`src/rtl/nhb_pkg.sv`:
```
package nhb_pkg;

    localparam int unsigned HOST_AW = 8;

    localparam logic [HOST_AW-1:0] OFS_CTRL  = 8'h00;
    localparam logic [HOST_AW-1:0] OFS_CMD   = 8'h04;
    localparam logic [HOST_AW-1:0] OFS_ADDR  = 8'h08;
    localparam logic [HOST_AW-1:0] OFS_DATA  = 8'h0C;
    localparam logic [HOST_AW-1:0] OFS_STAT  = 8'h10;
    localparam logic [HOST_AW-1:0] OFS_BANK0 = 8'h20;

    localparam int unsigned CTRL_CEOFF_BIT = 4;
    localparam int unsigned CTRL_ECC_BIT   = 5;

    typedef enum logic [2:0] {
        SEL_NONE,
        SEL_CTRL,
        SEL_CMD,
        SEL_ADDR,
        SEL_DATA,
        SEL_STAT,
        SEL_BANK
    } reg_sel_e;

    typedef enum logic [1:0] {
        XK_CMD,
        XK_ADDR,
        XK_WDATA,
        XK_RDATA
    } xfer_kind_e;

    typedef enum logic [1:0] {
        E_IDLE,
        E_LOW,
        E_HIGH
    } eng_st_e;

    typedef enum logic [1:0] {
        H_IDLE,
        H_WAIT,
        H_ACK
    } host_st_e;

    typedef struct packed {
        xfer_kind_e  kind;
        logic [31:0] word;
    } xfer_req_t;

    function automatic reg_sel_e decode_sel(input logic [HOST_AW-1:0] ofs,
                                            input int unsigned nbanks);
        if (ofs == OFS_CTRL) return SEL_CTRL;
        if (ofs == OFS_CMD)  return SEL_CMD;
        if (ofs == OFS_ADDR) return SEL_ADDR;
        if (ofs == OFS_DATA) return SEL_DATA;
        if (ofs == OFS_STAT) return SEL_STAT;
        if ((int'(ofs) >= int'(OFS_BANK0)) &&
            (int'(ofs) < int'(OFS_BANK0) + 4 * int'(nbanks)) &&
            (ofs[1:0] == 2'b00))
            return SEL_BANK;
        return SEL_NONE;
    endfunction

    function automatic logic is_burst(input xfer_kind_e k);
        return (k == XK_WDATA) || (k == XK_RDATA);
    endfunction

endpackage

```
`src/rtl/nhb_regfile.sv`:
```
module nhb_regfile
    import nhb_pkg::*;
#(
    parameter int NUM_BANKS = 4,
    parameter int BANK_W    = 2,
    parameter int PULSE_W   = 4,
    parameter int DEF_PULSE = 2
) (
    input  logic               clk,
    input  logic               rst,
    input  logic               wr_ctrl,
    input  logic               wr_bank,
    input  logic [BANK_W-1:0]  bank_idx,
    input  logic [31:0]        wdata,
    output logic [BANK_W-1:0]  bank_sel,
    output logic               ce_on,
    output logic               ecc_clr,
    output logic [PULSE_W-1:0] cfg_rd,
    output logic [PULSE_W-1:0] sel_pulse
);

    logic [PULSE_W-1:0] cfg_q [NUM_BANKS];

    always_ff @(posedge clk) begin
        if (rst) begin
            bank_sel <= '0;
            ce_on    <= 1'b0;
            ecc_clr  <= 1'b0;
        end else begin
            ecc_clr <= wr_ctrl && wdata[CTRL_ECC_BIT];
            if (wr_ctrl) begin
                bank_sel <= wdata[BANK_W-1:0];
                ce_on    <= !wdata[CTRL_CEOFF_BIT];
            end
        end
    end

    for (genvar g = 0; g < NUM_BANKS; g++) begin : g_bank
        always_ff @(posedge clk) begin
            if (rst)
                cfg_q[g] <= PULSE_W'(DEF_PULSE);
            else if (wr_bank && (bank_idx == BANK_W'(g)))
                cfg_q[g] <= wdata[PULSE_W-1:0];
        end
    end

    always_comb begin
        cfg_rd    = '0;
        sel_pulse = '0;
        for (int i = 0; i < NUM_BANKS; i++) begin
            if (bank_idx == BANK_W'(i)) cfg_rd    = cfg_q[i];
            if (bank_sel == BANK_W'(i)) sel_pulse = cfg_q[i];
        end
    end

endmodule

```
`src/rtl/nhb_byte_engine.sv`:
```
module nhb_byte_engine
    import nhb_pkg::*;
#(
    parameter int PULSE_W = 4
) (
    input  logic               clk,
    input  logic               rst,
    input  logic               start,
    input  xfer_req_t          req,
    input  logic [PULSE_W-1:0] pulse,
    input  logic [7:0]         fl_dq_in,
    output logic               done,
    output logic [31:0]        rdata,
    output logic [7:0]         fl_dq_out,
    output logic               fl_dq_oe,
    output logic               fl_cle,
    output logic               fl_ale,
    output logic               fl_we_n,
    output logic               fl_re_n
);

    eng_st_e            st;
    xfer_kind_e         kind_q;
    logic [PULSE_W-1:0] cnt;
    logic [PULSE_W-1:0] len_m1;
    logic [1:0]         left;
    logic [31:0]        tx_sh;
    logic [31:0]        rx_sh;
    logic [PULSE_W-1:0] eff_m1;
    logic               rd;
    logic               active;

    always_comb begin
        eff_m1 = (pulse == '0) ? '0 : pulse - PULSE_W'(1);
    end

    always_ff @(posedge clk) begin
        if (rst) begin
            st     <= E_IDLE;
            kind_q <= XK_CMD;
            cnt    <= '0;
            len_m1 <= '0;
            left   <= '0;
            tx_sh  <= '0;
            rx_sh  <= '0;
        end else begin
            unique case (st)
                E_IDLE: begin
                    if (start) begin
                        st     <= E_LOW;
                        kind_q <= req.kind;
                        cnt    <= eff_m1;
                        len_m1 <= eff_m1;
                        left   <= is_burst(req.kind) ? 2'd3 : 2'd0;
                        tx_sh  <= is_burst(req.kind) ? req.word
                                                     : {req.word[7:0], 24'h0};
                    end
                end
                E_LOW: begin
                    if (cnt == '0) begin
                        st <= E_HIGH;
                        if (kind_q == XK_RDATA)
                            rx_sh <= {rx_sh[23:0], fl_dq_in};
                    end else begin
                        cnt <= cnt - PULSE_W'(1);
                    end
                end
                E_HIGH: begin
                    if (left == 2'd0) begin
                        st <= E_IDLE;
                    end else begin
                        left  <= left - 2'd1;
                        tx_sh <= {tx_sh[23:0], 8'h00};
                        cnt   <= len_m1;
                        st    <= E_LOW;
                    end
                end
                default: st <= E_IDLE;
            endcase
        end
    end

    always_comb begin
        rd        = (kind_q == XK_RDATA);
        active    = (st != E_IDLE);
        fl_we_n   = !((st == E_LOW) && !rd);
        fl_re_n   = !((st == E_LOW) && rd);
        fl_cle    = active && (kind_q == XK_CMD);
        fl_ale    = active && (kind_q == XK_ADDR);
        fl_dq_oe  = active && !rd;
        fl_dq_out = tx_sh[31:24];
        done      = (st == E_HIGH) && (left == 2'd0);
        rdata     = rx_sh;
    end

endmodule

```
`src/rtl/nand_host_bridge.sv`:
```
module nand_host_bridge
    import nhb_pkg::*;
#(
    parameter int NUM_BANKS = 4,
    parameter int PULSE_W   = 4,
    parameter int DEF_PULSE = 2
) (
    input  logic                 clk,
    input  logic                 rst,
    input  logic                 host_req,
    input  logic                 host_we,
    input  logic [7:0]           host_addr,
    input  logic [31:0]          host_wdata,
    output logic [31:0]          host_rdata,
    output logic                 host_ack,
    output logic [NUM_BANKS-1:0] fl_ce_n,
    output logic                 fl_cle,
    output logic                 fl_ale,
    output logic                 fl_we_n,
    output logic                 fl_re_n,
    output logic [7:0]           fl_dq_out,
    output logic                 fl_dq_oe,
    input  logic [7:0]           fl_dq_in,
    input  logic [NUM_BANKS-1:0] fl_rdy,
    output logic                 ecc_clr
);

    localparam int BANK_W = (NUM_BANKS > 1) ? $clog2(NUM_BANKS) : 1;

    host_st_e           hst;
    reg_sel_e           sel;
    logic               go;
    logic               is_flash;
    logic               eng_start;
    logic               eng_done;
    logic [31:0]        eng_rdata;
    xfer_req_t          xreq;
    logic               wr_ctrl;
    logic               wr_bank;
    logic [BANK_W-1:0]  bank_idx;
    logic [7:0]         bank_ofs;
    logic [BANK_W-1:0]  bank_sel;
    logic               ce_on;
    logic [PULSE_W-1:0] cfg_rd;
    logic [PULSE_W-1:0] sel_pulse;
    logic               rdy_sel;
    logic [31:0]        rb;
    logic [31:0]        rdata_q;

    always_comb begin
        sel      = decode_sel(host_addr, NUM_BANKS);
        go       = (hst == H_IDLE) && host_req;
        is_flash = host_we ? ((sel == SEL_CMD) || (sel == SEL_ADDR) || (sel == SEL_DATA))
                           : (sel == SEL_DATA);
        eng_start = go && is_flash;
        wr_ctrl   = go && host_we && (sel == SEL_CTRL);
        wr_bank   = go && host_we && (sel == SEL_BANK);
        bank_ofs  = host_addr - OFS_BANK0;
        bank_idx  = bank_ofs[BANK_W+1:2];

        xreq.word = host_wdata;
        unique case (sel)
            SEL_CMD:  xreq.kind = XK_CMD;
            SEL_ADDR: xreq.kind = XK_ADDR;
            default:  xreq.kind = host_we ? XK_WDATA : XK_RDATA;
        endcase

        rdy_sel = 1'b0;
        for (int i = 0; i < NUM_BANKS; i++)
            if (bank_sel == BANK_W'(i)) rdy_sel = fl_rdy[i];

        unique case (sel)
            SEL_CTRL: rb = 32'(bank_sel);
            SEL_STAT: rb = {31'h0, rdy_sel};
            SEL_BANK: rb = 32'(cfg_rd);
            default:  rb = 32'h0;
        endcase
    end

    always_ff @(posedge clk) begin
        if (rst) begin
            hst     <= H_IDLE;
            rdata_q <= '0;
        end else begin
            unique case (hst)
                H_IDLE: begin
                    if (go) begin
                        if (is_flash) begin
                            hst <= H_WAIT;
                        end else begin
                            hst     <= H_ACK;
                            rdata_q <= rb;
                        end
                    end
                end
                H_WAIT: begin
                    if (eng_done) begin
                        hst     <= H_ACK;
                        rdata_q <= eng_rdata;
                    end
                end
                H_ACK:   hst <= H_IDLE;
                default: hst <= H_IDLE;
            endcase
        end
    end

    assign host_ack   = (hst == H_ACK);
    assign host_rdata = rdata_q;

    nhb_regfile #(
        .NUM_BANKS (NUM_BANKS),
        .BANK_W    (BANK_W),
        .PULSE_W   (PULSE_W),
        .DEF_PULSE (DEF_PULSE)
    ) u_regs (
        .clk       (clk),
        .rst       (rst),
        .wr_ctrl   (wr_ctrl),
        .wr_bank   (wr_bank),
        .bank_idx  (bank_idx),
        .wdata     (host_wdata),
        .bank_sel  (bank_sel),
        .ce_on     (ce_on),
        .ecc_clr   (ecc_clr),
        .cfg_rd    (cfg_rd),
        .sel_pulse (sel_pulse)
    );

    nhb_byte_engine #(
        .PULSE_W (PULSE_W)
    ) u_eng (
        .clk       (clk),
        .rst       (rst),
        .start     (eng_start),
        .req       (xreq),
        .pulse     (sel_pulse),
        .fl_dq_in  (fl_dq_in),
        .done      (eng_done),
        .rdata     (eng_rdata),
        .fl_dq_out (fl_dq_out),
        .fl_dq_oe  (fl_dq_oe),
        .fl_cle    (fl_cle),
        .fl_ale    (fl_ale),
        .fl_we_n   (fl_we_n),
        .fl_re_n   (fl_re_n)
    );

    for (genvar g = 0; g < NUM_BANKS; g++) begin : g_ce
        assign fl_ce_n[g] = !(ce_on && (bank_sel == BANK_W'(g)));
    end

endmodule

```
`config.mk`:
```
export PLATFORM = sky130hd
export DESIGN_NAME = nand_host_bridge
export DESIGN_NICKNAME = d
export VERILOG_FILES = /design/src/rtl/nhb_pkg.sv /design/src/rtl/nhb_regfile.sv /design/src/rtl/nhb_byte_engine.sv /design/src/rtl/nand_host_bridge.sv
export SDC_FILE = /design/constraint.sdc
export NUM_CORES = 1
export LEC_CHECK = 0
export BUFFER_PORTS_ARGS = -buffer_cell sky130_fd_sc_hd__buf_2
export CAP_MARGIN = 20
export CORE_ASPECT_RATIO = 1.25
export CORE_MARGIN = 5
export CORE_UTILIZATION = 40
export DETAILED_ROUTE_END_ITERATION = 7
export PLACE_DENSITY = 0.69
export REMOVE_ABC_BUFFERS = 1
export SLEW_MARGIN = 40
export SYNTH_ARGS = -nofsm -noshare
export SYNTH_HDL_FRONTEND = slang
export SYNTH_SLANG_ARGS = --single-unit
```
`constraint.sdc`:
```
create_clock -name clk -period 2.3 [get_ports clk]
set_input_delay 0.23 -clock clk [delete_from_list [all_inputs] [get_ports clk]]
set_output_delay 0.23 -clock clk [all_outputs]
set_load 0.02 [all_outputs]
```
==> flow_summary_export.csv <==
group,metric,value,unit
route,drc_errors,0,
clock_network,clock_latency,420,ps
clock_network,cts_hold_buffers,0,
synthesis,synth_edf_count,16,
cells_and_area,finalNonFillerCells,896,
synthesis,ys.flop_type,"dfxtp_1",
power,total_power,0.00715,W
route,wire_per_inst,15.6,µm
route,drt-pass1-iter-count,5,
global_route,grt_pass1_vias,4796,
cells_and_area,utilization,0.492,
timing,fin_crit_sh,0.940,
route,routed_wirelength,14000,µm
timing,timing.final.ws_setup,137,ps
synthesis,synth-simple-area-share,0.192,
synthesis,yosysSeqAreaShare,0.489,
route,vias,4832,
floorplan,core,14200,µm²
worst_setup_path,crit_type,"flip-flop to flip-flop",
clock_network,cts.clk_slew.worst_paths,60,ps
timing,fin_crit,2160,ps
clock_network,cts-resized-gates,0,
global_route,antenna_found_initial,2,
cells_and_area,syn_to_final_growth,22.1,%
synthesis,synth_most_common_cell,"dfxtp_1",
synthesis,synth_adder_area_share,0.0172,
synthesis,postSynthCellCount,613,
global_route,grt_max_degree,40,
route,ant_nets,0,
synthesis,synth_top_family_by_area,"simple AND/OR/NAND/NOR gates",
global_route,grt_pass1_wl,23000,µm
synthesis,synth_xor_area_frac,0.00458,
synthesis,ys_types,54,
worst_setup_path,critical_path_required,2350,ps
power,power.leakage,2.74,nW
worst_setup_path,path_max_fanout,9,
worst_setup_path,cp.depth,3,
route,dr.first_iter.drc_count,346,
hold_path,min_path_cells,3,
hold_path,holdCritPathClass,"input port to flip-flop",
global_route,globalRouteTotalUtil,0.173,
cells_and_area,final_net_count,769,
worst_setup_path,path_buf_inv,0,
cells_and_area,n_fill_cell,1335,
global_route,grt_remaining_overflow,0,
floorplan,start_util,0.403,
synthesis,yosys-top-cells-count,"dfxtp_1 (116), nand2_1 (92), a21oi_1 (61)",
floorplan,pin_count,107,
timing,fmax,462,MHz
cells_and_area,antennaDiodeCount,0,
cells_and_area,fin_area,7000,µm²
clock_network,cts_made_buffers,17,
synthesis,yosys.area.top_type,"dfxtp_1",
worst_setup_path,reg2regPathDepth,3,
timing,worst_pin_slew,569,ps
place,dpl.hpwl,9930,µm
route,routed_via_density,5.39,
worst_setup_path,slowest_delay,560,ps
power,irDropWorstVdd,0.000610,V
synthesis,synth_compound_area_frac,0.179,
cells_and_area,multi_input_area,2650,µm²
floorplan,rows,49,
timing,rsz0062_at_grt,"false",
clock_network,cts_tree,"done",
timing,fin_worst_skew,12.4,ps
synthesis,synth.mux.area_fraction,0.0667,
place,dpl_worst_slack,196,ps
timing,final-max-slew-violation-count,0,
timing,finalSetupViolCount,0,
timing,relSlewSlack,0.617,
flow_run,cap_violations,0,
clock_network,cts_max_level,4,
clock_network,cts_root_buffer,"clkbuf_16",
clock_network,clock-sinks,132,
timing,finalHoldViolCount,0,
place,io_buffer_count,106,
floorplan,fp.dieH,144,µm
synthesis,synth_top_area_share,0.405,
cells_and_area,drive_above_1_share,0.252,
synthesis,synth-seq-cells,132,
cells_and_area,seqCellArea,2800,µm²
worst_setup_path,cpMaxStageDelayCell,"o21ai_0",
worst_setup_path,crit_path_start_kind,"flip-flop",
power,power.density,1020,nW/µm²
worst_setup_path,crit_family,"simple AND/OR/NAND/NOR gates",
synthesis,syn_area,5740,µm²
synthesis,ys_warn_count,0,
run_status,outcome,"completed",
synthesis,syn_avg_cell_area,9.36,µm²
worst_setup_path,cp-end-kind,"flip-flop",
worst_setup_path,path_cells,"nor4bb_1 > nand3_1 > o21ai_0",
synthesis,synthTopCellsByArea,"dfxtp_1 (40%), edfxtp_1 (8.4%), nand2_1 (6.0%)",
floorplan,dieWidth,117,µm
place,postPlaceCellArea,6420,µm²
clock_network,cts_setup_buffers,0,
clock_network,clockBufferDepth,2,
floorplan,dieArea,16900,µm²
worst_setup_path,crit_arrival,2210,ps
place,place_congestion,0.799,
synthesis,synthArstFlopShare,0,
worst_setup_path,rrSetupSlack,140,ps
place,dp_cells,865,
-- metal layers --
metal,global-route usage,vias up,part of all wire
met3,0.0552,28,0.075
met2,0.273,177,0.46
met1,0.215,2261,0.44
met5,0,-,0.0018
met4,0.0791,4,0.026
li1,-,2362,-
-- area by class of cell --
cell class                 count  area share
clock inverter                11      0.0179
timing repair buffer         126       0.101
inverter                      10     0.00536
multi-input combinational    419       0.379
clock buffer                  20      0.0654
tap                          178      0.0318
sequential                   132       0.400
-- placed cells by master (no fill, tap or decap), types with 17 or more instances in the layout --
cell type and n:
dfxtp_1 116, nor2_1 40, nand2b_1 18, a21oi_1 61, nor3_1 25, a22o_1 28
buf_2 106, nand3_1 18, buf_4 18, nand2_1 92, a221oi_1 17, clkbuf_16 18
-- cells by family (layout without fill, tap and decap cells) --
kind of cell    count (synthesis)  count (layout)
compound gates                149             149
xor+xnor                        3               3
fa+ha+maj                       8               8
buf+inv                        62             167
flops                         132             132
mux                            26              26
simple gates                  233             233
-- metrics by stage --
step	hold slack (ps)	setup TNS (ps)
2_1_floorplan	299	-36220
3_3_place_gp	438	0
5_1_grt	41.1	0
6_report	57.5	0
4_1_cts	37.1	0
3_5_place_dp	443	0
-- where the power goes --
group / total, W / switching (W) / internal [W]
clock: 0.00265 / 0.000995 / 0.00166
combinational: 0.00180 / 0.00112 / 0.000677
sequential: 0.00270 / 0.000137 / 0.00256
total: 0.00715 / 0.00225 / 0.00490
-- path summary, 6_finish.rpt --
kind                  from            endpoint
min            fl_dq_in[7]      u_eng.rdata[7]
max                 hst[0]  u_regs.cfg_q[3][3]
min reg2reg  u_eng.left[1]       u_eng.left[1]
max reg2reg         hst[0]  u_regs.cfg_q[3][3]
-- state kept, by name, summed over array words and instances, names as in the netlist, 2 cells and up --
name             count
host_rdata          32
u_regs.cfg_q        16
hst                  2
u_regs.bank_sel      2
u_eng.tx_sh         32
u_eng.cnt            4
u_eng.kind_q         2
u_eng.len_m1         4
u_eng.left           2
u_eng.rdata         32
u_eng.st             2
-- worst register-to-register path, cell delays in order (launching register included) --
cell and delay, ps:
dfxtp_1 390, nor4bb_1 510, nand3_1 330, o21ai_0 560
Power figures use the tool's default switching activity.
